`src/rtl/cpbr_pkg.sv`:
```
`timescale 1ns/1ps
// Shared field positions and types for the coprocessor-busy branch resolver.
// Assumes a 32-bit instruction word with the branch field at bits 25..21.
package cpbr_pkg;
    localparam int INSTR_W  = 32;
    localparam int OPF_LSB  = 21;
    localparam int OPF_W    = 5;
    localparam int SEL_LSB  = 16;
    localparam int SEL_W    = 5;
    localparam int IMM_W    = 16;
    localparam logic [OPF_W-1:0] OPF_BRANCH = 5'h08;
    localparam int SEL_LAST = 3;

    // Static classification of one instruction word.
    typedef struct packed {
        logic is_branch;   // branch field matches
        logic reserved;    // branch field matches, selector out of range
        logic want_busy;   // branch condition is coprocessor busy
        logic likely;      // not-taken cancels the delay slot
    } brclass_t;

    // Resolved decision flags.
    typedef struct packed {
        logic taken;
        logic nullify;
        logic unusable;
        logic reserved;
    } brflags_t;
endpackage

```
`src/rtl/cpbr_decode.sv`:
```
`timescale 1ns/1ps
// Instruction field decoder.
// Classifies a word as branch, reserved or other, and extracts the immediate.
// Assumes: purely combinational; no knowledge of coprocessor state.
module cpbr_decode
    import cpbr_pkg::*;
(
    input  logic [INSTR_W-1:0] instr,
    output brclass_t           cls,
    output logic [IMM_W-1:0]   imm
);
    logic [OPF_W-1:0] opf;
    logic [SEL_W-1:0] sel;

    // Split the word into its fields.
    always_comb begin
        opf = instr[OPF_LSB +: OPF_W];
        sel = instr[SEL_LSB +: SEL_W];
        imm = instr[IMM_W-1:0];
    end

    // Classify the branch variant from the selector.
    always_comb begin
        cls.is_branch = (opf == OPF_BRANCH);
        cls.reserved  = cls.is_branch && (sel > SEL_W'(SEL_LAST));
        cls.want_busy = sel[0];
        cls.likely    = sel[1];
    end
endmodule

```
`src/rtl/cpbr_target.sv`:
```
`timescale 1ns/1ps
// Branch target adder: address + 4 + sign-extended word offset.
// Assumes ADDR_W >= 3; a narrower address truncates the offset.
module cpbr_target
    import cpbr_pkg::*;
#(
    parameter int ADDR_W = 32
) (
    input  logic [ADDR_W-1:0] addr,
    input  logic [IMM_W-1:0]  imm,
    output logic [ADDR_W-1:0] target
);
    localparam int OFS_W = IMM_W + 2;
    localparam logic [ADDR_W-1:0] STEP = ADDR_W'(4);

    logic [OFS_W-1:0]  ofs_raw;
    logic [ADDR_W-1:0] ofs;

    // Scale the immediate to a byte offset.
    always_comb ofs_raw = {imm, 2'b00};

    generate
        if (ADDR_W > OFS_W) begin : g_extend
            // Sign-extend the byte offset to the address width.
            always_comb ofs = {{(ADDR_W-OFS_W){imm[IMM_W-1]}}, ofs_raw};
        end else begin : g_trunc
            // Address narrower than offset: keep the low bits.
            always_comb ofs = ofs_raw[ADDR_W-1:0];
        end
    endgenerate

    // Add the offset to the address of the following instruction.
    always_comb target = addr + STEP + ofs;
endmodule

```
`src/rtl/cpbr_decide.sv`:
```
`timescale 1ns/1ps
// Branch decision logic.
// Combines classification, busy and usable status into result flags.
// Assumes: the caller qualifies the flags with its valid strobe.
module cpbr_decide
    import cpbr_pkg::*;
(
    input  brclass_t cls,
    input  logic     busy,
    input  logic     usable,
    output brflags_t flags
);
    logic legal;
    logic cond;

    // Determine whether a legal branch is present and whether its condition holds.
    always_comb begin
        legal = usable && cls.is_branch && !cls.reserved;
        cond  = (busy == cls.want_busy);
    end

    // Produce the taken, nullify and exception flags; unusable suppresses the rest.
    always_comb begin
        flags.unusable = !usable;
        flags.reserved = usable && cls.reserved;
        flags.taken    = legal && cond;
        flags.nullify  = legal && cls.likely && !cond;
    end
endmodule

```
`src/rtl/cpbr_resolve.sv`:
```
`timescale 1ns/1ps
// Coprocessor-busy branch resolver, top level.
// Decodes a word, evaluates the busy condition in the request cycle and
// registers the decision; results appear one cycle after req_valid.
// Assumes: synchronous active-low reset; req_valid low during reset.
module cpbr_resolve
    import cpbr_pkg::*;
#(
    parameter int ADDR_W = 32
) (
    input  logic              clk,
    input  logic              rst_n,
    input  logic              req_valid,
    input  logic [31:0]       req_instr,
    input  logic [ADDR_W-1:0] req_addr,
    input  logic              cop_busy,
    input  logic              cop_usable,
    output logic              res_valid,
    output logic              res_taken,
    output logic [ADDR_W-1:0] res_target,
    output logic              res_nullify,
    output logic              res_unusable,
    output logic              res_reserved
);
    brclass_t          cls;
    logic [IMM_W-1:0]  imm;
    logic [ADDR_W-1:0] tgt_next;
    brflags_t          flags_next;
    brflags_t          flags_q;

    cpbr_decode u_decode (
        .instr (req_instr),
        .cls   (cls),
        .imm   (imm)
    );

    cpbr_target #(.ADDR_W(ADDR_W)) u_target (
        .addr   (req_addr),
        .imm    (imm),
        .target (tgt_next)
    );

    cpbr_decide u_decide (
        .cls    (cls),
        .busy   (cop_busy),
        .usable (cop_usable),
        .flags  (flags_next)
    );

    // Register the strobe and the flags; flags are cleared when no request is present.
    always_ff @(posedge clk) begin
        if (!rst_n) begin
            res_valid <= 1'b0;
            flags_q   <= '0;
        end else begin
            res_valid <= req_valid;
            flags_q   <= req_valid ? flags_next : '0;
        end
    end

    // Register the target on each request and hold it otherwise.
    always_ff @(posedge clk) begin
        if (!rst_n) begin
            res_target <= '0;
        end else if (req_valid) begin
            res_target <= tgt_next;
        end
    end

    // Drive the flag outputs from the registered flags.
    always_comb begin
        res_taken    = flags_q.taken;
        res_nullify  = flags_q.nullify;
        res_unusable = flags_q.unusable;
        res_reserved = flags_q.reserved;
    end
endmodule

```
`config.mk`:
```
export PLATFORM = sky130hd
export DESIGN_NAME = cpbr_resolve
export DESIGN_NICKNAME = d
export VERILOG_FILES = /design/src/rtl/cpbr_pkg.sv /design/src/rtl/cpbr_decode.sv /design/src/rtl/cpbr_target.sv /design/src/rtl/cpbr_decide.sv /design/src/rtl/cpbr_resolve.sv
export SDC_FILE = /design/constraint.sdc
export NUM_CORES = 1
export LEC_CHECK = 0
export BUFFER_PORTS_ARGS = -buffer_cell sky130_fd_sc_hd__buf_2
export CAP_MARGIN = 20
export CORE_MARGIN = 10
export CORE_UTILIZATION = 30
export DETAILED_ROUTE_END_ITERATION = 8
export GPL_TIMING_DRIVEN = 0
export MAX_ROUTING_LAYER = met4
export SYNTH_ARGS = -nofsm -noshare
export SYNTH_HDL_FRONTEND = slang
export SYNTH_SLANG_ARGS = --single-unit
```
`constraint.sdc`:
```
create_clock -name clk -period 2.5 [get_ports clk]
set_clock_uncertainty 0.2 [all_clocks]
set_input_delay 0 -clock clk [delete_from_list [all_inputs] [get_ports clk]]
set_output_delay 0 -clock clk [all_outputs]
set_load 0.02 [all_outputs]
```
==> After elaboration in Yosys (flattened, before gate mapping) <==
Index checks and enable logic that the tools add are counted.
{ "op_classes": {"n_addsub": 2, "multipliers": 0, "div": 0, "magnitude_cmp": 1, "n_eq_ne": 2, "shifts": 0, "mux": 0, "bitwise": 0, "reduce_logical": 11} }
{ "ops": {"columns": ["operator", "count"], "rows": [
  ["$add A32 B3 Y32 const B", 1],
  ["$add A32 B32 Y32", 1],
  ["$logic_and A1 B1 Y1", 7],
  ["$eq A5 B4 Y1 const B", 1],
  ["$gt A5 B2 Y1 const B", 1],
  ["$logic_not A1 Y1", 3],
  ["$reduce_and A2 Y1", 1],
  ["$eq A1 B1 Y1", 1]
]} }
{ "word_totals": {"regBits": 37, "latchBits": 0, "ram_bits": 0, "romBits": 0, "input_bits": 69, "elab_cells": 22, "memories": 0} }

==> Depth between registers and ports, before layout <==
Gate-level depths: netlist (run 1).
{ "logic_depth": {"depth_word": 6, "mapped_depth": 11} }

==> By module <==
Synthesis (run 1) repeated with hierarchy kept, for this count alone.
{ "hier_totals": {"hier_cells": 380, "area_unflattened_um2": 3463.3} }
{ "by_module_without_submodules": {"columns": ["mod", "n_inst", "cells_per_inst", "area_per_inst_um2", "seq_area_each_um2"], "rows": [
  ["cpbr_target", 1, 238, 1881.8, 0.0],
  ["cpbr_resolve", 1, 113, 1370.1, 740.7],
  ["cpbr_decode", 1, 23, 171.4, 0.0],
  ["cpbr_decide", 1, 6, 40.0, 0.0]
]} }

==> Worst setup path before layout (run 1) <==
Ideal clock, no wire load.
{ "synth_timing": {"kind": "input port to flip-flop", "startpoint": "input req_instr[1]", "endpoint": "register res_target[25]", "setup_ns": 0.117, "t_arrival_ns": 2.240, "required_ns": 2.183, "slack_ns": -0.057, "stages": 9, "n_path_buf": 0, "cell_sequence": "ha_1 -> ha_1 -> fa_1 -> a211oi_2 -> o21a_4 -> a211oi_4 -> o2111a_1 -> or3_1 -> a32o_1"} }
{ "synth_between": {"elab_chain_cells": 1} }
{ "synth_lines": {"columns": ["item", "line_no", "rtl"], "rows": [
  ["start, declared", "cpbr_resolve.sv:14", "input logic [31:0] req_instr,"],
  ["$add A32 B32 Y32", "cpbr_target.sv:33", "always_comb target = addr + STEP + ofs;"],
  ["end signal, assigned", "cpbr_resolve.sv:66", "res_target <= tgt_next;"],
  ["end, declared", "cpbr_resolve.sv:20", "output logic [ADDR_W-1:0] res_target,"]
]} }
No other way between the ends.
A chain may end at the register's enable or synchronous reset.

==> Final worst setup path (run 1) <==
{ "layout_timing": {"startpoint": "input req_instr[1]", "endpoint": "register res_target[19]"} }
The elaborated chain is that of the path after synthesis.

==> results of run 1 <==
==> per-layer routing <==
layer / GRT usage [%] / up-vias
met3: 2.81 / 9
met2: 21.9 / 116
met1: 16.6 / 1605
met5: - / -
li1: - / 1744
met4: 3.12 / 0
==> final cells by class <==
class,instances,share of cell area (%)
multi-input cells,340,58.8
flip-flops and latches,37,17.3
repair buffers,113,14.9
well taps,140,4.08
clock buffers,6,1.93
plain buffers,15,1.46
clock inverters,2,0.875
inverters,7,0.613
==> worst max-delay path, stage by stage <==
cell and delay (ps):
sky130_fd_sc_hd__buf_2 100, sky130_fd_sc_hd__ha_1 290, sky130_fd_sc_hd__ha_1 260, sky130_fd_sc_hd__fa_2 390
sky130_fd_sc_hd__a211oi_2 230, sky130_fd_sc_hd__o21a_4 190, sky130_fd_sc_hd__a211oi_4 110, sky130_fd_sc_hd__o21a_2 300
sky130_fd_sc_hd__or3_1 320, sky130_fd_sc_hd__a32o_1 240
==> final timing paths <==
path | from | to | slack [ps]
max | req_instr[1] | res_target[19] | 70
min | rst_n | res_target[4] | 30
max reg2reg | res_target[13] | res_target[13] | 1420
min reg2reg | res_target[16] | res_target[16] | 250
==> Yosys cell counts (3+ instances only) <==
master / number / area [µm²]
sky130_fd_sc_hd__nand3_1: 7 / 35.0
sky130_fd_sc_hd__nand4b_1: 3 / 26.3
sky130_fd_sc_hd__a21boi_0: 4 / 30.0
sky130_fd_sc_hd__xnor2_1: 9 / 78.8
sky130_fd_sc_hd__o311ai_0: 3 / 26.3
sky130_fd_sc_hd__o21ai_0: 25 / 125
sky130_fd_sc_hd__or3_1: 7 / 43.8
sky130_fd_sc_hd__xor2_1: 5 / 43.8
sky130_fd_sc_hd__a211o_1: 5 / 43.8
sky130_fd_sc_hd__nor2b_1: 11 / 68.8
sky130_fd_sc_hd__buf_2: 3 / 15.0
sky130_fd_sc_hd__o211a_1: 3 / 30.0
sky130_fd_sc_hd__nand2_1: 44 / 165
sky130_fd_sc_hd__o21a_1: 5 / 37.5
sky130_fd_sc_hd__clkbuf_1: 10 / 37.5
sky130_fd_sc_hd__dfxtp_1: 37 / 741
sky130_fd_sc_hd__a21oi_1: 31 / 155
sky130_fd_sc_hd__a21o_1: 8 / 60.1
sky130_fd_sc_hd__nand4_1: 4 / 25.0
sky130_fd_sc_hd__nand3b_1: 3 / 22.5
sky130_fd_sc_hd__and3_1: 6 / 37.5
sky130_fd_sc_hd__ha_1: 57 / 713
sky130_fd_sc_hd__nand2b_1: 4 / 25.0
sky130_fd_sc_hd__a32o_1: 4 / 40.0
sky130_fd_sc_hd__inv_1: 7 / 26.3
sky130_fd_sc_hd__nor3_1: 12 / 60.1
sky130_fd_sc_hd__o211ai_1: 9 / 67.6
sky130_fd_sc_hd__mux2i_1: 13 / 130
sky130_fd_sc_hd__and4_1: 3 / 26.3
sky130_fd_sc_hd__nor2_1: 22 / 82.6
==> registers in the layout, indices dropped and copies added (netlist names) <==
| name | count |
|---|---|
| res_taken | 1 |
| res_reserved | 1 |
| res_nullify | 1 |
| res_unusable | 1 |
| res_target | 32 |
| res_valid | 1 |
==> power by group <==
part / switching, mW / internal (mW)
sequential: 0.0325 / 0.657
combinational: 0.560 / 0.380
clock: 0.267 / 0.325
==> kinds of logic (layout without fill, tap and decap cells) <==
kind of cell	after synthesis	count (layout)	synth area share (%)
AO/OA/AOI/OAI	121	121	25.5
XOR/XNOR	14	14	3.66
adder cells (fa/ha/maj)	58	58	21.9
buffers and inverters	23	143	2.76
flip-flops	37	37	22.1
multiplexers	13	13	3.88
AND/OR/NAND/NOR	134	134	20.2
==> metrics by stage <==
stage	area (µm²)	power [mW]	hold slack, ps	worst slack, ps
after floorplan	3350	1.34	-128	3.97
after global placement	4020	1.61	-24.5	-265
after detailed placement	4020	1.62	-17.9	-287
after CTS	4290	2.23	41.1	21.9
after global routing	4290	2.36	69.0	0.938
final	4290	2.22	27.1	72.3
==> what timing repair did <==
item | 4_1_cts | 5_1_grt
endpoints found under the hold margin | 9 | 0
setup endpoints to repair | 0 | 6
gates resized for setup | 0 | 3
hold buffers | 15 | 0
==> metrics.txt, run 1 <==
# TYPE chip_impl_metric gauge
chip_impl_metric{name="synth.cell_area",unit="µm²"} 3350
chip_impl_metric{name="via_count",unit=""} 3474
chip_impl_metric{name="nFillCells",unit=""} 1165
chip_impl_metric{name="synth_cell_type_count",unit=""} 57
chip_impl_metric{name="worst-endpoint-arrival",unit="ps"} 2430
chip_impl_metric{name="final.setup.tns",unit="ps"} 0
chip_impl_metric{name="seq_area_frac_synth",unit="%"} 22.1
chip_impl_metric{name="met1_length",unit="µm"} 4910
chip_impl_metric{name="syn_area_per_cell",unit="µm²"} 8.37
chip_impl_metric{name="layout.area.seq",unit="µm²"} 741
chip_impl_info{name="min-delay-path-class",value="in2reg"} 1
chip_impl_info{name="cts.root.buffer_cell",value="sky130_fd_sc_hd__clkbuf_8"} 1
chip_impl_metric{name="synth_enable_flop_cells",unit=""} 0
chip_impl_metric{name="detailed_place_hpwl",unit="µm"} 8430
chip_impl_metric{name="drt.antenna.violating_nets",unit=""} 0
chip_impl_metric{name="ys_async_sr_fraction",unit="%"} 0
chip_impl_metric{name="dp_cells",unit=""} 638
chip_impl_metric{name="h-tree-depth",unit=""} 2
chip_impl_metric{name="hold-path-cell-count",unit=""} 3
chip_impl_info{name="mostFrequentLayoutCells",value="sky130_fd_sc_hd__buf_2 (101), sky130_fd_sc_hd__ha_1 (57), sky130_fd_sc_hd__nand2_1 (44), sky130_fd_sc_hd__dfxtp_1 (37), sky130_fd_sc_hd__a21oi_1 (31)"} 1
chip_impl_info{name="yosys_most_used_dff",value="sky130_fd_sc_hd__dfxtp_1"} 1
chip_impl_metric{name="top_level_ports",unit=""} 106
chip_impl_info{name="dr.max_layer_used",value="met4"} 1
chip_impl_metric{name="postSynthRegisterBits",unit=""} 37
chip_impl_metric{name="tightestPinTransition",unit="ps"} 745
chip_impl_metric{name="finish.net_count",unit=""} 646
chip_impl_metric{name="static-leakage-power",unit="nW"} 2.07
chip_impl_metric{name="cap_violations",unit=""} 0
chip_impl_metric{name="finish.utilization",unit="%"} 39.4
chip_impl_metric{name="insertedDiodeCount",unit=""} 0
chip_impl_info{name="unrepaired_setup_endpoints_after_global_routing",value="false"} 1
chip_impl_info{name="end_kind",value="flop"} 1
chip_impl_metric{name="gp_congestion",unit=""} 0.912
chip_impl_metric{name="fp.dieH",unit="µm"} 126
chip_impl_metric{name="core_region",unit="µm²"} 10900
chip_impl_metric{name="ys_warn_count",unit=""} 0
chip_impl_metric{name="drt-pass1-iter-count",unit=""} 4
chip_impl_metric{name="numClockSinks",unit=""} 37
chip_impl_metric{name="number_of_global_route_vias_before_repair",unit=""} 3669
chip_impl_metric{name="required_arrival_time_at_the_worst_endpoint",unit="ps"} 2500
chip_impl_metric{name="fmaxAchievable",unit="MHz"} 412
chip_impl_metric{name="relSlewSlack",unit="%"} 50.4
chip_impl_info{name="cts_tree",value="built"} 1
chip_impl_metric{name="layout_min_cycle_time",unit="ps"} 2430
chip_impl_metric{name="number_of_core_rows",unit=""} 38
chip_impl_metric{name="met3WireLength",unit="µm"} 665
chip_impl_metric{name="grt_max_degree",unit=""} 16
chip_impl_metric{name="globalRouteTotalUtil",unit="%"} 13.4
chip_impl_metric{name="antenna_found_initial",unit=""} 0
chip_impl_info{name="status",value="completed"} 1
chip_impl_metric{name="layout-area-overhead-vs-synth",unit="%"} 28.1
chip_impl_metric{name="total_clock_buffers_created_by_cts",unit=""} 5
chip_impl_metric{name="cells_on_worst_reg2reg_path",unit=""} 2
chip_impl_metric{name="timing.final.hold_violations",unit=""} 0
chip_impl_metric{name="post_synthesis_cells",unit=""} 400
chip_impl_metric{name="postRouteWirelength",unit="µm"} 10700
chip_impl_metric{name="wl_met2",unit="µm"} 5080
chip_impl_metric{name="wl_per_cell",unit="µm"} 16.3
chip_impl_metric{name="detail_route.iter0.violations",unit=""} 231
chip_impl_metric{name="clock_latency_at_the_later_pin_of_the_worst_skew_pair",unit="ps"} 300
chip_impl_metric{name="worst_ir_drop_vdd",unit="V"} 0.000232
chip_impl_info{name="timing.critical_path.from_type",value="primary input"} 1
chip_impl_metric{name="worstPathMaxFanout",unit=""} 8
chip_impl_metric{name="final-max-slew-violation-count",unit=""} 0
chip_impl_metric{name="route.detailed.drc",unit=""} 0
chip_impl_info{name="mostFrequentLayoutCell",value="sky130_fd_sc_hd__buf_2"} 1
chip_impl_metric{name="postSynthNetCount",unit=""} 527
chip_impl_metric{name="final-setup-viol-count",unit=""} 0
chip_impl_metric{name="cts.reportedPaths.clkPinSlew",unit="ps"} 90
chip_impl_metric{name="numPortBuffers",unit=""} 98
chip_impl_info{name="timing_worst_setup_path_type",value="in2reg"} 1
chip_impl_metric{name="final-instance-count-excl-fill",unit=""} 660
chip_impl_metric{name="vias_per_cell",unit=""} 5.26
chip_impl_metric{name="die_x",unit="µm"} 126
chip_impl_metric{name="fp.dieArea",unit="µm²"} 15800
chip_impl_metric{name="power.density_cell_area",unit="nW/µm²"} 518
chip_impl_metric{name="grt_first_pass_wirelength",unit="µm"} 17600
chip_impl_metric{name="multi_input_comb_area",unit="µm²"} 2520
chip_impl_metric{name="layout-drive-gt1-share",unit="%"} 23.3
chip_impl_metric{name="cts_post_setup_buffers_inserted",unit=""} 0
chip_impl_metric{name="initial_core_util",unit="%"} 30.8
chip_impl_metric{name="global_route.overflow_total",unit=""} 0
chip_impl_metric{name="clock_path_buffers",unit=""} 2
chip_impl_metric{name="share_of_the_cycle_needed_by_the_critical_path_after_routing",unit="%"} 97.1
Power figures use the tool's default switching activity.
==> run 2, diff against run 1 <==
Settings changed: CORE_MARGIN 10 to 2, REMOVE_ABC_BUFFERS from default to 1.
==> run 2 against run 1 <==
Against the previous run:
- non-clock buffer count shrank 11
- core utilization shrank 0.069 points
- via count down 2.6%
- largest power group unchanged
- largest cell class unchanged
==> metrics.txt, run 2 (synthesis results as in run 1) <==
# TYPE chip_impl_metric gauge
chip_impl_info{name="status",value="completed"} 1
chip_impl_info{name="destination_of_the_critical_timing_path",value="res_target[25]"} 1
chip_impl_metric{name="worst_path_largest_cell_delay",unit="ps"} 380
chip_impl_metric{name="fp.dieH",unit="µm"} 110
chip_impl_metric{name="clock_latency_at_the_later_pin_of_the_worst_skew_pair",unit="ps"} 300
chip_impl_metric{name="cts_post_setup_buffers_inserted",unit=""} 0
chip_impl_info{name="rr_endpoint",value="res_target[0]"} 1
chip_impl_metric{name="postPlaceCellArea",unit="µm²"} 3960
chip_impl_metric{name="nFillCells",unit=""} 1133
chip_impl_metric{name="layout-area-overhead-vs-synth",unit="%"} 27.8
chip_impl_metric{name="core_region",unit="µm²"} 10900
chip_impl_metric{name="antenna_found_initial",unit=""} 0
chip_impl_metric{name="timing.final.hold_violations",unit=""} 0
chip_impl_info{name="standard_cell_with_the_maximum_stage_delay_on_the_critical_path",value="sky130_fd_sc_hd__fa_2"} 1
chip_impl_metric{name="static-leakage-power",unit="nW"} 2.06
chip_impl_metric{name="finish.net_count",unit=""} 635
chip_impl_metric{name="drt.antenna.violating_nets",unit=""} 0
chip_impl_metric{name="cts.reportedPaths.clkPinSlew",unit="ps"} 90
chip_impl_metric{name="layout-drive-gt1-share",unit="%"} 23.4
chip_impl_metric{name="global_route.overflow_total",unit=""} 0
chip_impl_metric{name="final-setup-viol-count",unit=""} 0
chip_impl_info{name="cts.root.buffer_cell",value="sky130_fd_sc_hd__clkbuf_8"} 1
chip_impl_info{name="end_kind",value="flop"} 1
chip_impl_metric{name="share_of_the_cycle_needed_by_the_critical_path_after_routing",unit="%"} 95.1
chip_impl_metric{name="die_x",unit="µm"} 110
chip_impl_metric{name="grt_max_degree",unit=""} 26
chip_impl_metric{name="globalRouteTotalUtil",unit="%"} 16.3
chip_impl_metric{name="drt-pass1-iter-count",unit=""} 4
chip_impl_info{name="unrepaired_setup_endpoints_after_global_routing",value="false"} 1
chip_impl_metric{name="design_area",unit="µm²"} 4280
chip_impl_metric{name="cap_violations",unit=""} 0
chip_impl_info{name="mostFrequentLayoutCells",value="sky130_fd_sc_hd__buf_2 (98), sky130_fd_sc_hd__ha_1 (56), sky130_fd_sc_hd__nand2_1 (44), sky130_fd_sc_hd__dfxtp_1 (37), sky130_fd_sc_hd__a21oi_1 (31)"} 1
chip_impl_metric{name="gp_congestion",unit=""} 0.876
chip_impl_metric{name="fp.dieArea",unit="µm²"} 12000
chip_impl_info{name="timing_worst_setup_path_type",value="in2reg"} 1
chip_impl_metric{name="clock_path_buffers",unit=""} 2
chip_impl_metric{name="cells_on_worst_reg2reg_path",unit=""} 3
chip_impl_metric{name="cp_num_cells",unit=""} 10
chip_impl_metric{name="fmaxAchievable",unit="MHz"} 421
chip_impl_metric{name="layout.area.seq",unit="µm²"} 741
chip_impl_metric{name="insertedDiodeCount",unit=""} 0
chip_impl_metric{name="largest_register_ff_count",unit=""} 32
chip_impl_metric{name="multi_input_comb_area",unit="µm²"} 2520
chip_impl_metric{name="required_arrival_time_at_the_worst_endpoint",unit="ps"} 2500
chip_impl_info{name="path_cells",value="buf_2 -> ha_1 -> ha_2 -> fa_2 -> a211oi_2 -> o21a_4 -> a211oi_4 -> o2111a_1 -> or3_1 -> a32o_1"} 1
chip_impl_metric{name="vias_per_cell",unit=""} 5.21
chip_impl_metric{name="numClockSinks",unit=""} 37
chip_impl_info{name="reg2reg_from",value="res_target[0]"} 1
chip_impl_info{name="hold_path.startpoint",value="rst_n"} 1
chip_impl_metric{name="power.density_cell_area",unit="nW/µm²"} 529
chip_impl_metric{name="h-tree-depth",unit=""} 2
chip_impl_info{name="reg_with_most_ffs",value="res_target"} 1
chip_impl_info{name="timing.critical_path.from_type",value="primary input"} 1
chip_impl_info{name="mostFrequentLayoutCell",value="sky130_fd_sc_hd__buf_2"} 1
chip_impl_metric{name="detailed_place_hpwl",unit="µm"} 7080
chip_impl_metric{name="initial_core_util",unit="%"} 30.8
chip_impl_metric{name="via_count",unit=""} 3383
chip_impl_metric{name="worstPathMaxFanout",unit=""} 8
chip_impl_metric{name="critical_path_buf_inv_count",unit=""} 1
chip_impl_metric{name="number_of_global_route_vias_before_repair",unit=""} 3316
chip_impl_metric{name="number_of_core_rows",unit=""} 38
chip_impl_metric{name="relSlewSlack",unit="%"} 40.1
chip_impl_metric{name="grt_first_pass_wirelength",unit="µm"} 15200
chip_impl_metric{name="detail_route.iter0.violations",unit=""} 84
chip_impl_metric{name="layout_min_cycle_time",unit="ps"} 2380
chip_impl_info{name="min-delay-path-class",value="in2reg"} 1
chip_impl_metric{name="numPortBuffers",unit=""} 99
chip_impl_metric{name="worst-endpoint-arrival",unit="ps"} 2380
chip_impl_metric{name="total_clock_buffers_created_by_cts",unit=""} 5
chip_impl_metric{name="r2r_slack",unit="ps"} 1140
chip_impl_metric{name="final-max-slew-violation-count",unit=""} 0
chip_impl_metric{name="wl_per_cell",unit="µm"} 14.4
chip_impl_metric{name="total_power",unit="mW"} 2.26
chip_impl_metric{name="worst_ir_drop_vdd",unit="V"} 0.000269
chip_impl_metric{name="postRouteWirelength",unit="µm"} 9380
chip_impl_metric{name="top_level_ports",unit=""} 106
chip_impl_info{name="cts_tree",value="built"} 1
chip_impl_metric{name="route.detailed.drc",unit=""} 0
chip_impl_info{name="crit_path_start",value="req_instr[1]"} 1
chip_impl_metric{name="final.hold.worst_slack",unit="ps"} 22.2
chip_impl_metric{name="tightestPinTransition",unit="ps"} 894
chip_impl_info{name="critical-path-top-delay-family",value="compound AO/OA/AOI/OAI gates"} 1
==> run 2: changes by cell type in the layout (fill, tap and decap cells not counted), moves of 2 or more <==
cell | previous run | this run
sky130_fd_sc_hd__clkbuf_2 | 2 | 0
sky130_fd_sc_hd__dlygate4sd3_1 | 15 | 18
sky130_fd_sc_hd__clkbuf_1 | 9 | 0
sky130_fd_sc_hd__buf_2 | 101 | 98
==> run 2: worst min path at each step <==
stage	slack [ps]	endpoint	depth (start not counted)
final	20	res_target[13]	3
after global routing	60	res_target[13]	3
after CTS	20	res_target[3]	5
after detailed placement	-10	res_unusable	2
after global placement	-20	res_unusable	2
after floorplan	-130	res_unusable	1
==> run 2: stage by stage <==
stage                     setup TNS, ps  setup slack (ps)  std cells  util, %
after floorplan                    -118             -57.3        384        -
after global placement            -1870              -320        623     36.3
after detailed placement          -2110              -338        623     36.3
after CTS                             0              37.2        649     39.2
after global routing                  0              31.4        649     39.3
final                                 0               122        649     39.3
==> run 2: final cells by class <==
class,count,area share (%)
Multi-Input combinational cell,340,58.9
Sequential cell,37,17.3
Timing Repair Buffer,117,15.8
Tap cell,140,4.09
Clock buffer,5,1.61
Clock inverter,3,1.52
Inverter,7,0.701
==> run 2: worst register-to-register path: stages, from the launching register on <==
cell	delay, ps
sky130_fd_sc_hd__dfxtp_1	320
sky130_fd_sc_hd__mux2i_1	120
sky130_fd_sc_hd__nor2b_1	60
sky130_fd_sc_hd__dlygate4sd3_1	550
==> run 2: routing by layer <==
| metal | part of all wire, % | wire length (µm) | GRT usage [%] |
|---|---|---|---|
| met3 | 6.4 | 604 | 3.62 |
| met5 | 0 | 0 | - |
| met4 | 0.99 | 93 | 2.80 |
| met2 | 48 | 4510 | 28.0 |
| met1 | 44 | 4170 | 19.8 |
==> run 2: repair_timing <==
item                                   in CTS  in global routing
pin swaps                                   0                  3
hold buffers                               18                  0
endpoints found under the hold margin      20                  0
gates resized for setup                     1                  5
setup endpoints to repair                   3                  6
==> run 2: power breakdown <==
group / total [mW] / internal, mW / leakage (nW) / switching [mW]
registers: 0.690 / 0.657 / 0.305 / 0.0330
logic: 0.920 / 0.382 / 1.68 / 0.538
clock network: 0.653 / 0.397 / 0.0681 / 0.256
==> run 3, diff against run 2 <==
Settings changed: CORE_ASPECT_RATIO from default to 1.4.
==> run 3 against run 2 <==
Against the previous run:
- sequential share of layout area down 0.17 points
- core utilization up 0.46 points
- worst setup slack worse by 43 ps
- combinational power up 2%
- die area about the same
- largest cell class unchanged
- highest routed layer unchanged
==> metrics.txt, run 3 (synthesis results as in run 1) <==
# TYPE chip_impl_metric gauge
chip_impl_metric{name="vias_per_cell",unit=""} 5.27
chip_impl_metric{name="met3WireLength",unit="µm"} 421
chip_impl_metric{name="largest_register_ff_count",unit=""} 32
chip_impl_metric{name="fmaxAchievable",unit="MHz"} 413
chip_impl_info{name="mostFrequentLayoutCell",value="sky130_fd_sc_hd__buf_2"} 1
chip_impl_metric{name="numClockSinks",unit=""} 37
chip_impl_metric{name="route.detailed.drc",unit=""} 0
chip_impl_info{name="timing_worst_setup_path_type",value="in2reg"} 1
chip_impl_metric{name="share_of_the_cycle_needed_by_the_critical_path_after_routing",unit="%"} 96.8
chip_impl_metric{name="detailed_place_hpwl",unit="µm"} 7510
chip_impl_metric{name="insertedDiodeCount",unit=""} 0
chip_impl_metric{name="layout_setup_ws",unit="ps"} 78.9
chip_impl_metric{name="final-setup-viol-count",unit=""} 0
chip_impl_metric{name="design_area",unit="µm²"} 4320
chip_impl_metric{name="nFillCells",unit=""} 1123
chip_impl_metric{name="layout-area-overhead-vs-synth",unit="%"} 29.1
chip_impl_metric{name="required_arrival_time_at_the_worst_endpoint",unit="ps"} 2480
chip_impl_metric{name="h-tree-depth",unit=""} 2
chip_impl_metric{name="layout.area.seq",unit="µm²"} 741
chip_impl_metric{name="die_x",unit="µm"} 93.3
chip_impl_metric{name="static-leakage-power",unit="nW"} 2.07
chip_impl_metric{name="top_level_ports",unit=""} 106
chip_impl_info{name="timing.critical_path.from_type",value="primary input"} 1
chip_impl_metric{name="grt_first_pass_wirelength",unit="µm"} 16300
chip_impl_info{name="hold_path.startpoint",value="rst_n"} 1
chip_impl_info{name="min-delay-path-class",value="in2reg"} 1
chip_impl_metric{name="wl_met2",unit="µm"} 5140
chip_impl_metric{name="cap_violations",unit=""} 0
chip_impl_info{name="crit_path_start",value="req_instr[1]"} 1
chip_impl_metric{name="final-instance-count-excl-fill",unit=""} 649
chip_impl_info{name="status",value="completed"} 1
chip_impl_metric{name="via_count",unit=""} 3419
chip_impl_info{name="cts.root.buffer_cell",value="sky130_fd_sc_hd__clkbuf_16"} 1
chip_impl_metric{name="total_clock_buffers_created_by_cts",unit=""} 5
chip_impl_metric{name="timing.final.hold_violations",unit=""} 0
chip_impl_metric{name="worst-endpoint-arrival",unit="ps"} 2400
chip_impl_metric{name="met1_length",unit="µm"} 3980
chip_impl_metric{name="drt.antenna.violating_nets",unit=""} 0
chip_impl_metric{name="initial_core_util",unit="%"} 30.8
chip_impl_metric{name="final.setup.tns",unit="ps"} 0
chip_impl_metric{name="layout_min_cycle_time",unit="ps"} 2420
chip_impl_metric{name="multi_input_comb_area",unit="µm²"} 2540
chip_impl_metric{name="number_of_global_route_vias_before_repair",unit=""} 3523
chip_impl_metric{name="worstPathMaxFanout",unit=""} 8
chip_impl_info{name="reg_with_most_ffs",value="res_target"} 1
chip_impl_metric{name="worst_ir_drop_vdd",unit="V"} 0.000289
chip_impl_metric{name="finish.net_count",unit=""} 635
chip_impl_metric{name="dp_cells",unit=""} 624
chip_impl_metric{name="clock_latency_at_the_later_pin_of_the_worst_skew_pair",unit="ps"} 290
chip_impl_metric{name="postRouteWirelength",unit="µm"} 9800
chip_impl_info{name="mostFrequentLayoutCells",value="sky130_fd_sc_hd__buf_2 (98), sky130_fd_sc_hd__ha_1 (56), sky130_fd_sc_hd__nand2_1 (44), sky130_fd_sc_hd__dfxtp_1 (37), sky130_fd_sc_hd__a21oi_1 (30)"} 1
chip_impl_info{name="cts_tree",value="built"} 1
chip_impl_metric{name="drt-pass1-iter-count",unit=""} 4
chip_impl_metric{name="antenna_found_initial",unit=""} 0
chip_impl_metric{name="tightestPinTransition",unit="ps"} 843
chip_impl_metric{name="cts.reportedPaths.clkPinSlew",unit="ps"} 60
chip_impl_metric{name="cts_post_setup_buffers_inserted",unit=""} 0
chip_impl_info{name="dr.max_layer_used",value="met4"} 1
chip_impl_metric{name="globalRouteTotalUtil",unit="%"} 17.2
chip_impl_metric{name="fp.dieH",unit="µm"} 129
chip_impl_metric{name="grt_max_degree",unit=""} 26
chip_impl_metric{name="number_of_core_rows",unit=""} 45
chip_impl_metric{name="dpl_worst_slack",unit="ps"} -341
chip_impl_metric{name="final-max-slew-violation-count",unit=""} 0
chip_impl_info{name="unrepaired_setup_endpoints_after_global_routing",value="false"} 1
chip_impl_metric{name="global_route.overflow_total",unit=""} 0
chip_impl_metric{name="relSlewSlack",unit="%"} 43.5
chip_impl_metric{name="finish.utilization",unit="%"} 39.8
chip_impl_metric{name="fp.dieArea",unit="µm²"} 12000
chip_impl_metric{name="numPortBuffers",unit=""} 99
chip_impl_metric{name="clock_path_buffers",unit=""} 2
chip_impl_metric{name="postPlaceCellArea",unit="µm²"} 3960
chip_impl_metric{name="layout-drive-gt1-share",unit="%"} 23.8
chip_impl_metric{name="wl_per_cell",unit="µm"} 15.1
chip_impl_metric{name="gp_congestion",unit=""} 0.897
chip_impl_metric{name="detail_route.iter0.violations",unit=""} 158
chip_impl_info{name="end_kind",value="flop"} 1
chip_impl_metric{name="core_region",unit="µm²"} 10900
chip_impl_info{name="reg2reg_from",value="res_target[1]"} 1
chip_impl_metric{name="power.density_cell_area",unit="nW/µm²"} 546
run 3: timing repair:
action | in CTS | in global routing
setup endpoints to repair | 4 | 9
endpoints found under the hold margin | 20 | 0
pin swaps | 0 | 1
hold buffers | 18 | 0
gates cloned | 0 | 0
gates resized for setup | 2 | 7
run 3: layout make-up:
cell class	instances	area share, %
clock buffers	5	2.89
clock inverters	2	0.810
inverters	7	0.695
multi-input cells	340	58.7
flip-flops and latches	37	17.1
well taps	141	4.08
repair buffers	117	15.7
run 3: path summary, 6_finish.rpt:
kind,to,slack (ps),depth (start not counted)
worst min-delay path,res_target[13],30,3
worst max register to register,res_target[1],1160,3
worst max-delay path,res_target[19],80,10
worst min register to register,res_target[29],260,2
run 3: worst max-delay path, stage by stage:
cell and delay (ps):
sky130_fd_sc_hd__buf_2 100, sky130_fd_sc_hd__ha_1 290, sky130_fd_sc_hd__ha_2 210, sky130_fd_sc_hd__fa_2 380, sky130_fd_sc_hd__a211oi_2 260, sky130_fd_sc_hd__o21a_4 190, sky130_fd_sc_hd__a211oi_4 110, sky130_fd_sc_hd__o21a_2 290
sky130_fd_sc_hd__or3_1 320, sky130_fd_sc_hd__a32o_1 250
run 3: power breakdown:
part | switching [mW] | leakage (nW) | internal, mW | total (mW)
Combinational | 0.550 | 1.68 | 0.383 | 0.934
Clock | 0.269 | 0.0797 | 0.464 | 0.733
Sequential | 0.0334 | 0.305 | 0.658 | 0.692
run 3: per-stage QoR:
| step | hold slack [ps] | power (mW) |
|---|---|---|
| after floorplan | -128 | 1.33 |
| after global placement | -23.2 | 1.59 |
| after detailed placement | -15.4 | 1.61 |
| after CTS | 21.3 | 2.38 |
| after global routing | 58.0 | 2.51 |
| final | 33.9 | 2.36 |
run 3: per-layer routing:
metal	GRT usage [%]	vias to the layer above
li1	-	1729
met1	17.9	1585
met2	31.4	87
met3	2.91	18
met4	7.53	0
met5	-	-
